**config.mk**
```make
export PLATFORM = sky130hd
export DESIGN_NAME = wide_write_collector
export DESIGN_NICKNAME = d
export VERILOG_FILES = /design/src/rtl/wwc_pkg.sv /design/src/rtl/wwc_addr_decode.sv /design/src/rtl/wwc_collector.sv /design/src/rtl/wwc_shadow.sv /design/src/rtl/wide_write_collector.sv
export SDC_FILE = /design/constraint.sdc
export NUM_CORES = 2
export LEC_CHECK = 0
export ABC_AREA = 1
export BUFFER_PORTS_ARGS = -buffer_cell sky130_fd_sc_hd__buf_2
export CORE_MARGIN = 2
export CORE_UTILIZATION = 45
export CTS_CLUSTER_DIAMETER = 60
export DETAILED_ROUTE_END_ITERATION = 6
export PLACE_DENSITY = 0.76
export SYNTH_ARGS = -nofsm -noshare
export SYNTH_HDL_FRONTEND = slang
export SYNTH_SLANG_ARGS = --single-unit
export TNS_END_PERCENT = 50
```
**constraint.sdc**
```tcl
create_clock -name clk -period 2.4 [get_ports clk]
set_clock_uncertainty 0.1 [all_clocks]
set_input_delay 0.12 -clock clk [delete_from_list [all_inputs] [get_ports clk]]
set_output_delay 0.12 -clock clk [all_outputs]
set_load 0.02 [all_outputs]
```
**src/rtl/wwc_pkg.sv**
```systemverilog
// Package: shared types and fixed in-page offsets for the wide write collector.
// Assumes a page of 2**PAGE_SHIFT bytes and dword-aligned host addresses.
package wwc_pkg;
    localparam int PAGE_SHIFT = 13;
    localparam int IDX_W      = 8;

    localparam logic [PAGE_SHIFT-1:0] OFS_DOOR_A = 13'h830;
    localparam logic [PAGE_SHIFT-1:0] OFS_DOOR_B = 13'hA10;
    localparam logic [PAGE_SHIFT-1:0] OFS_EVQ    = 13'h400;
    localparam logic [PAGE_SHIFT-1:0] OFS_TIMER  = 13'h420;

    localparam logic [1:0] SZ32  = 2'd0;
    localparam logic [1:0] SZ64  = 2'd1;
    localparam logic [1:0] SZ128 = 2'd2;

    typedef enum logic [2:0] {
        K_NONE  = 3'd0,
        K_PLAIN = 3'd1,
        K_WIDE  = 3'd2,
        K_SRAM  = 3'd3,
        K_DOOR  = 3'd4
    } kind_e;

    typedef struct packed {
        kind_e            kind;
        logic [1:0]       dw;
        logic [IDX_W-1:0] idx;
        logic             timer_pg0;
    } dec_t;
endpackage

```
**src/rtl/wwc_addr_decode.sv**
```systemverilog
// Address decoder: classifies a byte address as plain, wide, memory word,
// doorbell or undecoded. It also gives the aligned base, the dword number and
// the item index. Assumes the wide and memory windows lie in page 0, do not
// overlap the fixed offsets, and each hold at most 2**IDX_W items.
module wwc_addr_decode
    import wwc_pkg::*;
#(
    parameter int                    ADDR_W    = 16,
    parameter int                    NUM_WIDE  = 4,
    parameter int                    NUM_SRAM  = 8,
    parameter logic [PAGE_SHIFT-1:0] WIDE_BASE = 13'h000,
    parameter logic [PAGE_SHIFT-1:0] SRAM_BASE = 13'h100
) (
    input  logic [ADDR_W-1:0] addr,
    output dec_t              dec,
    output logic [ADDR_W-1:0] base
);
    localparam logic [PAGE_SHIFT:0] WIDE_SPAN = (PAGE_SHIFT+1)'(NUM_WIDE * 16);
    localparam logic [PAGE_SHIFT:0] SRAM_SPAN = (PAGE_SHIFT+1)'(NUM_SRAM * 8);

    logic [PAGE_SHIFT-1:0] ofs;
    logic                  pg0;
    logic [PAGE_SHIFT:0]   rel_w, rel_s;
    logic                  in_w, in_s, is_door;

    // Split the address into page and offset, and locate the wide and memory windows.
    always_comb begin
        ofs     = addr[PAGE_SHIFT-1:0];
        pg0     = (addr[ADDR_W-1:PAGE_SHIFT] == '0);
        rel_w   = {1'b0, ofs} - {1'b0, WIDE_BASE};
        rel_s   = {1'b0, ofs} - {1'b0, SRAM_BASE};
        in_w    = pg0 && !rel_w[PAGE_SHIFT] && (rel_w < WIDE_SPAN);
        in_s    = pg0 && !rel_s[PAGE_SHIFT] && (rel_s < SRAM_SPAN);
        is_door = ({ofs[PAGE_SHIFT-1:4], 4'b0} == OFS_DOOR_A) ||
                  ({ofs[PAGE_SHIFT-1:4], 4'b0} == OFS_DOOR_B);
    end

    // Pick the class; plain and doorbell offsets take precedence over the windows.
    always_comb begin
        dec       = '{kind: K_NONE, dw: ofs[3:2], idx: '0, timer_pg0: 1'b0};
        base      = addr;
        if (ofs == OFS_EVQ || ofs == OFS_TIMER) begin
            dec.kind      = K_PLAIN;
            dec.timer_pg0 = pg0 && (ofs == OFS_TIMER);
        end else if (is_door) begin
            dec.kind = K_DOOR;
            base     = {addr[ADDR_W-1:4], 4'b0};
        end else if (in_w) begin
            dec.kind = K_WIDE;
            dec.idx  = IDX_W'(rel_w >> 4);
            base     = {addr[ADDR_W-1:4], 4'b0};
        end else if (in_s) begin
            dec.kind = K_SRAM;
            dec.dw   = {1'b0, ofs[2]};
            dec.idx  = IDX_W'(rel_s >> 3);
            base     = {addr[ADDR_W-1:3], 3'b0};
        end
    end
endmodule

```
**src/rtl/wwc_collector.sv**
```systemverilog
// Collector: holds one tag, a dword valid mask and four data dwords. It
// applies the commit rules for wide, memory, doorbell and plain writes and
// registers the commit port. Assumes one write per cycle, already decoded.
module wwc_collector
    import wwc_pkg::*;
#(
    parameter int   ADDR_W      = 16,
    parameter logic TIMER_FLUSH = 1'b1
) (
    input  logic               clk,
    input  logic               rst_n,
    input  logic               wr_valid,
    input  logic [31:0]        wr_data,
    input  dec_t               wdec,
    input  logic [ADDR_W-1:0]  wbase,
    output logic               cmt_valid,
    output logic [ADDR_W-1:0]  cmt_addr,
    output logic [127:0]       cmt_data,
    output logic [1:0]         cmt_size
);
    logic [ADDR_W-1:0]  col_tag, nx_tag;
    logic [3:0]         col_mask, nx_mask, merged, full;
    logic [3:0][31:0]   col_data, nx_data, asm;
    logic               hit, c_v;
    logic [1:0]         c_sz;
    logic [ADDR_W-1:0]  c_a;
    logic [127:0]       c_d;

    // Next-state and commit decision for the current host write.
    always_comb begin
        nx_tag  = col_tag;
        nx_mask = col_mask;
        nx_data = col_data;
        c_v     = 1'b0;
        c_sz    = SZ32;
        c_a     = wbase;
        c_d     = '0;
        hit     = (col_mask != 4'b0) && (col_tag == wbase);
        merged  = hit ? col_mask : 4'b0;
        merged[wdec.dw] = 1'b1;
        asm     = col_data;
        asm[wdec.dw] = wr_data;
        full    = (wdec.kind == K_WIDE) ? 4'hF : 4'h3;
        if (wr_valid) begin
            case (wdec.kind)
                K_PLAIN: begin
                    c_v = 1'b1;
                    c_d = {96'b0, wr_data};
                    if (TIMER_FLUSH && wdec.timer_pg0) begin
                        nx_mask = '0;
                        nx_tag  = '0;
                    end
                end
                K_DOOR: begin
                    if (wdec.dw == 2'd3) begin
                        c_v  = 1'b1;
                        c_sz = SZ128;
                        for (int i = 0; i < 3; i++)
                            c_d[32*i +: 32] = (hit && col_mask[i]) ? col_data[i] : 32'b0;
                        c_d[127:96] = wr_data;
                        if (hit) begin
                            nx_mask = '0;
                            nx_tag  = '0;
                        end
                    end else if (col_mask == 4'b0 || hit) begin
                        nx_mask = merged;
                        nx_tag  = wbase;
                        nx_data = asm;
                    end
                end
                K_WIDE, K_SRAM: begin
                    if (merged == full) begin
                        c_v     = 1'b1;
                        c_sz    = (wdec.kind == K_WIDE) ? SZ128 : SZ64;
                        c_d     = (wdec.kind == K_WIDE) ? 128'(asm) : {64'b0, asm[1], asm[0]};
                        nx_mask = '0;
                        nx_tag  = '0;
                    end else begin
                        nx_mask = merged;
                        nx_tag  = wbase;
                        nx_data = asm;
                    end
                end
                default: ;
            endcase
        end
    end

    // Collector state and registered commit port.
    always_ff @(posedge clk) begin
        if (!rst_n) begin
            col_tag   <= '0;
            col_mask  <= '0;
            col_data  <= '0;
            cmt_valid <= 1'b0;
            cmt_addr  <= '0;
            cmt_data  <= '0;
            cmt_size  <= SZ32;
        end else begin
            col_tag   <= nx_tag;
            col_mask  <= nx_mask;
            col_data  <= nx_data;
            cmt_valid <= c_v;
            cmt_addr  <= c_a;
            cmt_data  <= c_d;
            cmt_size  <= c_sz;
        end
    end

    AST_MASK_GROWS_BY_ONE: assert property (@(posedge clk) disable iff (!rst_n)
        $countones(col_mask) <= $countones($past(col_mask)) + 1);
    AST_MEM_COMMIT_EMPTIES: assert property (@(posedge clk) disable iff (!rst_n)
        (cmt_valid && cmt_size == SZ64) |-> (col_mask == 4'b0));
    AST_COMMIT_NEEDS_WRITE: assert property (@(posedge clk) disable iff (!rst_n)
        cmt_valid |-> $past(wr_valid));
    AST_DOOR_TOP_COMMITS: assert property (@(posedge clk) disable iff (!rst_n)
        (wr_valid && wdec.kind == K_DOOR && wdec.dw == 2'd3) |=> (cmt_valid && cmt_size == SZ128));
    AST_DOOR_ZERO_FILL: assert property (@(posedge clk) disable iff (!rst_n)
        (wr_valid && wdec.kind == K_DOOR && wdec.dw == 2'd3 && col_mask == 4'b0)
        |=> (cmt_data[95:0] == 96'b0));
    AST_DOOR_DROP_KEEPS: assert property (@(posedge clk) disable iff (!rst_n)
        (wr_valid && wdec.kind == K_DOOR && wdec.dw != 2'd3 && col_mask != 4'b0 && col_tag != wbase)
        |=> ($stable(col_mask) && $stable(col_tag)));
    AST_PLAIN_PASSES: assert property (@(posedge clk) disable iff (!rst_n)
        (wr_valid && wdec.kind == K_PLAIN) |=> (cmt_valid && cmt_size == SZ32 && cmt_data[31:0] == $past(wr_data)));
    AST_TIMER_FLUSH: assert property (@(posedge clk) disable iff (!rst_n)
        (TIMER_FLUSH && wr_valid && wdec.kind == K_PLAIN && wdec.timer_pg0) |=> (col_mask == 4'b0));
    AST_RESET_CLEARS: assert property (@(posedge clk)
        !rst_n |=> (col_mask == 4'b0 && !cmt_valid));
endmodule

```
**src/rtl/wwc_shadow.sv**
```systemverilog
// Shadow store: keeps the last committed value of each wide register and
// memory word, updated from the commit port, and serves host dword reads.
// Assumes NUM_WIDE and NUM_SRAM are powers of two, at least 2.
module wwc_shadow
    import wwc_pkg::*;
#(
    parameter int                    ADDR_W    = 16,
    parameter int                    NUM_WIDE  = 4,
    parameter int                    NUM_SRAM  = 8,
    parameter logic [PAGE_SHIFT-1:0] WIDE_BASE = 13'h000,
    parameter logic [PAGE_SHIFT-1:0] SRAM_BASE = 13'h100
) (
    input  logic               clk,
    input  logic               rst_n,
    input  logic               cmt_valid,
    input  logic [ADDR_W-1:0]  cmt_addr,
    input  logic [127:0]       cmt_data,
    input  logic [ADDR_W-1:0]  rd_addr,
    output logic [31:0]        rd_data
);
    localparam int WI_W = $clog2(NUM_WIDE);
    localparam int SI_W = $clog2(NUM_SRAM);

    dec_t              cdec, rdec;
    logic [ADDR_W-1:0] unused_cbase, unused_rbase;
    logic [NUM_WIDE-1:0][3:0][31:0] wide_q;
    logic [NUM_SRAM-1:0][1:0][31:0] sram_q;

    wwc_addr_decode #(.ADDR_W(ADDR_W), .NUM_WIDE(NUM_WIDE), .NUM_SRAM(NUM_SRAM),
                      .WIDE_BASE(WIDE_BASE), .SRAM_BASE(SRAM_BASE))
        u_cdec (.addr(cmt_addr), .dec(cdec), .base(unused_cbase));
    wwc_addr_decode #(.ADDR_W(ADDR_W), .NUM_WIDE(NUM_WIDE), .NUM_SRAM(NUM_SRAM),
                      .WIDE_BASE(WIDE_BASE), .SRAM_BASE(SRAM_BASE))
        u_rdec (.addr(rd_addr), .dec(rdec), .base(unused_rbase));

    for (genvar g = 0; g < NUM_WIDE; g++) begin : g_wide
        // Capture a 128-bit commit aimed at wide register g.
        always_ff @(posedge clk) begin
            if (!rst_n)
                wide_q[g] <= '0;
            else if (cmt_valid && cdec.kind == K_WIDE && cdec.idx == IDX_W'(g))
                wide_q[g] <= cmt_data;
        end
    end

    for (genvar g = 0; g < NUM_SRAM; g++) begin : g_sram
        // Capture a 64-bit commit aimed at memory word g.
        always_ff @(posedge clk) begin
            if (!rst_n)
                sram_q[g] <= '0;
            else if (cmt_valid && cdec.kind == K_SRAM && cdec.idx == IDX_W'(g))
                sram_q[g] <= cmt_data[63:0];
        end
    end

    // Return the addressed dword of committed contents; everything else reads zero.
    always_comb begin
        case (rdec.kind)
            K_WIDE:  rd_data = wide_q[rdec.idx[WI_W-1:0]][rdec.dw];
            K_SRAM:  rd_data = sram_q[rdec.idx[SI_W-1:0]][rdec.dw[0]];
            default: rd_data = 32'b0;
        endcase
    end

    logic unused_bits;
    assign unused_bits = ^{cmt_data[127:64], cdec.dw, cdec.timer_pg0, rdec.timer_pg0,
                           rdec.idx, cdec.idx};

    AST_DOOR_READS_ZERO: assert property (@(posedge clk) disable iff (!rst_n)
        (rdec.kind == K_DOOR) |-> (rd_data == 32'b0));
endmodule

```
**src/rtl/wide_write_collector.sv**
```systemverilog
// Top: host dword writes in, atomic wide commits out, committed-value reads.
// Assumes dword-aligned addresses and at most one host write per cycle.
module wide_write_collector
    import wwc_pkg::*;
#(
    parameter int                    ADDR_W      = 16,
    parameter int                    NUM_WIDE    = 4,
    parameter int                    NUM_SRAM    = 8,
    parameter logic [PAGE_SHIFT-1:0] WIDE_BASE   = 13'h000,
    parameter logic [PAGE_SHIFT-1:0] SRAM_BASE   = 13'h100,
    parameter logic                  TIMER_FLUSH = 1'b1
) (
    input  logic               clk,
    input  logic               rst_n,
    input  logic               wr_valid,
    input  logic [ADDR_W-1:0]  wr_addr,
    input  logic [31:0]        wr_data,
    input  logic [ADDR_W-1:0]  rd_addr,
    output logic [31:0]        rd_data,
    output logic               cmt_valid,
    output logic [ADDR_W-1:0]  cmt_addr,
    output logic [127:0]       cmt_data,
    output logic [1:0]         cmt_size
);
    dec_t              wdec;
    logic [ADDR_W-1:0] wbase;

    wwc_addr_decode #(.ADDR_W(ADDR_W), .NUM_WIDE(NUM_WIDE), .NUM_SRAM(NUM_SRAM),
                      .WIDE_BASE(WIDE_BASE), .SRAM_BASE(SRAM_BASE))
        u_wdec (.addr(wr_addr), .dec(wdec), .base(wbase));

    wwc_collector #(.ADDR_W(ADDR_W), .TIMER_FLUSH(TIMER_FLUSH))
        u_col (.clk(clk), .rst_n(rst_n), .wr_valid(wr_valid), .wr_data(wr_data),
               .wdec(wdec), .wbase(wbase), .cmt_valid(cmt_valid), .cmt_addr(cmt_addr),
               .cmt_data(cmt_data), .cmt_size(cmt_size));

    wwc_shadow #(.ADDR_W(ADDR_W), .NUM_WIDE(NUM_WIDE), .NUM_SRAM(NUM_SRAM),
                 .WIDE_BASE(WIDE_BASE), .SRAM_BASE(SRAM_BASE))
        u_shd (.clk(clk), .rst_n(rst_n), .cmt_valid(cmt_valid), .cmt_addr(cmt_addr),
               .cmt_data(cmt_data), .rd_addr(rd_addr), .rd_data(rd_data));

    logic unused_idx;
    assign unused_idx = ^wdec.idx;
endmodule

```
# Word level (Yosys, flattened, before mapping)
# Cells that the tools add are included.
[word_totals]
wordCells = 219
ff_bits = 1319
out_inout_bits = 179
input_bits = 67
[op_classes]
n_reduce_logical = 51
bitwise_logic = 1
magnitude_cmp = 12
muxes = 74
add_sub_neg = 3
n_eq_ne = 36
[ops]
columns = ["cell", "count"]
rows = [
  ["$mux 128", 7],
  ["$pmux 128 s3", 1],
  ["$bmux 128 s2", 1],
  ["$pmux 128 s2", 1],
  ["$mux 32", 7],
  ["$bmux 64 s3", 1],
  ["$bwmux 128", 1],
  ["$mux 16", 5],
  ["$eq 13x11->1 const B", 6],
  ["$bmux 32 s2", 1],
  ["$demux 32 s2", 1],
  ["$mux 64", 1],
  ["$pmux 32 s2", 1],
  ["$eq 9x8->1 const B", 6],
  ["$pmux 16 s3", 1],
  ["$lt 14x7->1 const B", 3],
  ["$sub 13x9->14 const B", 3],
  ["$mux 10", 4],
  ["$mux 4", 10],
  ["$mux 8", 5],
  ["$lt 13x7->1 const B", 3],
  ["$mux 12", 3],
  ["$eq 8x3->1 const B", 4],
  ["$logic_and 1x1->1", 29],
  ["other kinds (35)", 72],
]

# Longest topological paths before layout
[depth]
ltp_word = 16
ltp_mapped = 22
depth_no_buf = 19

# By module
# From an unflattened synthesis, not the netlist that was laid out.
[hier_totals]
hier_cells = 10653
area_unflattened_um2 = 66523.8
[by_module_without_submodules]
columns = ["mod", "area_each_um2", "instances", "cells_each"]
rows = [
  ["wwc_shadow", 51956.1, 1, 8441],
  ["wwc_collector", 12931.2, 1, 1948],
  ["wwc_addr_decode", 545.5, 3, 88],
]

# Least setup slack after synthesis
# Ideal clock, no wire load.
[synth_path]
path_kind = "flip-flop to flip-flop"
start = "reg u_col.cmt_addr[8]"
end = "reg u_shd.sram_q[501] in the netlist's numbering"
t_arrival_ns = 2.537
path_stages_with_launch = 15
setup_time_ns = 0.128
slack_ns = -0.365
required_ns = 2.172
path_cell_list = "dfxtp_1 -> inv_1 -> ha_1 -> inv_1 -> nor2_1 -> nor3_1 -> nand2_1 -> nor3_1 -> inv_1 -> nor2_1 -> nand4_1 -> nor3_1 -> clkbuf_1 -> clkbuf_1 -> a21oi_1"
[synth_between]
elab_chain_len = 11
elab_cells_between_ends = 24
classes_between = "1 x add/sub; 2 x order compare; 6 x eq/ne; 7 x mux; 8 x reduce/logical"
[synth_lines]
columns = ["element", "line_no", "rtl"]
rows = [
  ["start, declared", "wwc_collector.sv:17", "output logic [ADDR_W-1:0] cmt_addr,"],
  ["start signal, assigned", "wwc_collector.sv:96", "cmt_addr <= '0;"],
  ["start signal, assigned", "wwc_collector.sv:104", "cmt_addr <= c_a;"],
  ["parallel branches: the longest is 10 deep, another holds $sub 13x9->14", "-", ""],
  ["$logic_and 1x1->1 (*)", "wwc_shadow.sv:51", "else if (cmt_valid && cdec.kind == K_SRAM && cdec.idx == IDX_W'(g))"],
  ["end signal, assigned by index", "wwc_shadow.sv:52", "sram_q[g] <= cmt_data[63:0];"],
  ["end, declared", "wwc_shadow.sv:27", "logic [NUM_SRAM-1:0][1:0][31:0] sram_q;"],
]
# Mark *: on every way between the ends.
# A chain may end at the register's enable or synchronous reset.

# Final worst setup path
[layout_path]
start = "in rd_addr[9]"
end = "out rd_data[26]"
[layout_between]
elab_chain_len = 13
elab_cells_between_ends = 32
classes_between = "1 x add/sub; 2 x order compare; 6 x eq/ne; 17 x mux; 6 x reduce/logical"
[layout_lines]
columns = ["element", "line_no", "rtl"]
rows = [
  ["start, declared", "wide_write_collector.sv:18", "input logic [ADDR_W-1:0] rd_addr,"],
  ["parallel branches: the longest is 12 deep, another holds $sub 13x9->14", "-", ""],
  ["$pmux 32 s2 (*)", "wwc_shadow.sv:58", "case (rdec.kind)"],
  ["end, declared", "wide_write_collector.sv:19", "output logic [31:0] rd_data,"],
]
# Mark *: on every way between the ends. The select of a mux whose other input is x is not followed.

==> results.cfg <==
[outcome]
outcome = finished with violations
violations = design-rule violations, negative setup slack

[yosys]
synth_edf_count = 0
ys_ff_latch = 1319
seq_area_frac_synth_pct = 45.45
avgSynthCellArea_um2 = 7.090
syn_area_um2 = 58100
syn_nets = 8265
synth_area_leaders = dfxtp_1 45%, o21ai_0 12%, a21oi_1 8.3%
yosys.area.top_type = dfxtp_1
yosysWarnings = 0
synth-async-reset-ratio_pct = 0
synth_cell_type_count = 41
yosysTopAreaCellShare_pct = 45.45
synthFlopType = dfxtp_1
synthCells = 8194

[detailed_routing]
route.vias.total = 63360
routed_via_density = 6.075
ant_nets = 0
wl_mm = 242.3
dr.pass1.iters = 7
drc = 1
wl_per_cell_um = 23.24
drt-initial-drc-count = 10510

[critical_path]
crit_required_ns = 2.18
startpoint_type = primary input
cp_common_cell = buf_4
crit_path_max_incr_delay_ns = 0.25
crit_chain = buf_2, inv_1, nand2_2, nand2_1, nand3_2, nor4_4, buf_4, a22oi_2, buf_6, buf_12, inv_16, buf_16, buf_4, buf_4, o21ai_0, o211ai_1, nand3_1, nand2_1, nand2_1, nand2_2, buf_4
path_class = in -> out
crit_fanout = 9
cp-end-kind = primary output
crit_slowest_cell = o21ai_0
cp.arrival_ns = 2.73

[cts]
cts_root_buf = clkbuf_16
worstSkewPairLatency_ns = 0.80
clock-sinks = 1319
cts.htree.levels = 4
cts_tree = yes
cts_buffer_depth = 3
numCtsBuffers = 142
clkSlewWorstSetupHoldPaths_ns = 0.06

[sta]
slew_headroom_pct = 26.33
fin_crit_sh_pct = 123.1
hold_viol = 0
worst_slack_ns = -0.5545
fin_crit_ns = 2.954
max_freq_mhz = 338.5
setup_tns_ns = -355.33
rsz0062_at_grt = yes
worstMarginPinSlew_ns = 1.105
slew_viol_final = 0
setup_viol = 1325

[placed_design]
gp_routability_congestion = 0.9660
dp.cells = 9950
dp_hpwl_mm = 147.7
portBuffers = 243

[power]
power_frac_comb_pct = 3.6
swShare_pct = 23.39
switchingPower_mw = 10.82
peakVddDrop_uv = 720.6
finalPower_mw = 46.24
intPower_mw = 35.42
leakagePower_nw = 31.16
p_seq_share_pct = 47.4
cellPowerDensity_nw_per_um2 = 614.8
p_clk_share_pct = 49.0

[global_route]
grt_pass1_vias = 56400
grt-ovfl-total = 0
grt_antenna_before_repair = 8
grt_pass1_wl_mm = 337.2
track_usage_pct = 32.92
grt_max_degree = 177

[floorplan]
io_pins = 246
core_um2 = 127800
dieArea_um2 = 132000
num_rows = 131
die_y_um = 363.3
fp.dieW_um = 363.3
start_util_pct = 45.44

[cells_and_area]
nets = 8721
syn_to_final_growth_pct = 29.45
drive_gt1_share_pct = 19.35
final_cells = 10430

[worst_hold_path]
hold_path_class = in -> reg

[job]
max-cap-violations = 0
==> placed cells by master, fill, tap and decap left out, types with 6 or more instances in the layout <==
master / count
dlygate4sd3_1: 58
o21ai_2: 64
a211oi_1: 256
nand3_1: 364
or2_2: 30
buf_8: 25
buf_6: 74
clkinv_1: 65
nand2_1: 1098
clkbuf_16: 193
nand3_2: 145
buf_4: 411
clkbuf_8: 27
nand4_1: 44
nand3_4: 34
dfxtp_1: 1317
clkbuf_1: 35
clkinv_2: 20
a21oi_2: 77
o21ai_1: 144
buf_2: 206
inv_1: 637
inv_2: 18
bufinv_16: 8
a21oi_1: 900
nor3_1: 6
nand2_4: 23
o21ai_0: 1204
inv_6: 13
o32ai_1: 32
xnor2_1: 12
nor2_4: 18
nor2_1: 881
nor2_2: 19
buf_16: 34
nand2_2: 62
buf_12: 145
==> per-stage QoR <==
step                      hold slack [ns]  setup slack [ns]  cell area (µm²)  util, %
after CTS                         0.02904           -0.3922            71920    56.25
after global routing               0.1081           -0.6231            75210    58.83
after floorplan                    0.1135          -0.03761            58290        -
after detailed placement           0.2870           -0.7268            64260    50.26
after global placement             0.2837           -0.6913            64260    50.26
final                             0.08706           -0.5545            75210    58.83
==> Yosys cell counts (all sizes together) (5+ instances only) <==
cell type	number
clkbuf	438
o32ai	32
nor4	6
xnor2	12
a21oi	981
o211ai	5
or2	30
nand4	45
nor3	13
clkinv	67
a211oi	259
dfxtp	1319
nor2	918
o21ai	1417
inv	661
nand3	543
nand2	1184
buf	256
==> flip-flops by register name, indices dropped and copies added (netlist names) <==
register / flops
u_shd.wide_q: 512
u_col.col_data: 128
u_col.cmt_valid: 1
u_shd.sram_q: 512
u_col.cmt_addr: 16
u_col.cmt_data: 128
u_col.cmt_size: 2
u_col.col_mask: 4
u_col.col_tag: 16
==> power groups by stage <==
| stage | logic, mW | clock network, mW | registers [mW] |
|---|---|---|---|
| after CTS | 1.54 | 22.6 | 21.9 |
| after global routing | 1.73 | 23.6 | 21.9 |
| final | 1.67 | 22.7 | 21.9 |
| after global placement | 1.37 | 0 | 22.4 |
| after detailed placement | 1.39 | 0 | 22.4 |
| after floorplan | 0.720 | 0 | 22.4 |
==> cell type report <==
cell class	count	area, µm²
sequential	1319	26410
timing repair inverter	2	50.05
clock inverter	51	609.3
tap	1662	2079
multi-input combinational	5453	28060
clock buffer	208	4156
inverter	728	2790
antenna	1	2.502
fill	10530	52640
timing repair buffer	1004	11050
==> worst paths after layout <==
check                          from           endpoint  slack [ns]  cells past startpoint
setup / recovery         rd_addr[9]        rd_data[26]       -0.55                     21
hold / removal           wr_addr[9]  u_col.cmt_addr[3]        0.09                      7
setup reg to reg  u_col.cmt_addr[9]  u_shd.wide_q[390]       -0.45                     18
hold reg to reg   u_shd.wide_q[314]  u_shd.wide_q[314]        0.36                      2
==> layer usage <==
layer / part of all wire (%) / track usage, % / vias up
li1: - / - / 28190
met1: 36 / 41.97 / 29420
met2: 42 / 48.73 / 4629
met3: 14 / 8.857 / 1109
met4: 8.4 / 21.89 / 8
met5: 0.023 / 0 / -
==> repair_timing <==
item,CTS,global route
hold buffers,58,0
cloned,21,57
buffers inserted,20,69
hold endpoints to repair,543,0
setup endpoints to repair,1318,1335
pin swaps,63,121
resized for setup,404,510
==> critical path, delay by kind of cell <==
| family | cells | cell delay [ns] |
|---|---|---|
| simple gates | 8 | 0.66 |
| compound gates | 3 | 0.55 |
| buf+inv | 10 | 1.39 |
==> kinds of logic (layout without fill, tap and decap cells) <==
group	count (synthesis)	count (layout)	synth area share, %
AND/OR/NAND/NOR	2741	2741	19.62
AO/OA/AOI/OAI	2696	2696	24.69
buffers and inverters	1422	1993	9.973
flip-flops	1319	1319	45.45
XOR/XNOR	12	12	0.1809
adder cells (fa/ha/maj)	4	4	0.08615
other	0	1	0
No activity file was read; power rests on OpenSTA's default activity.
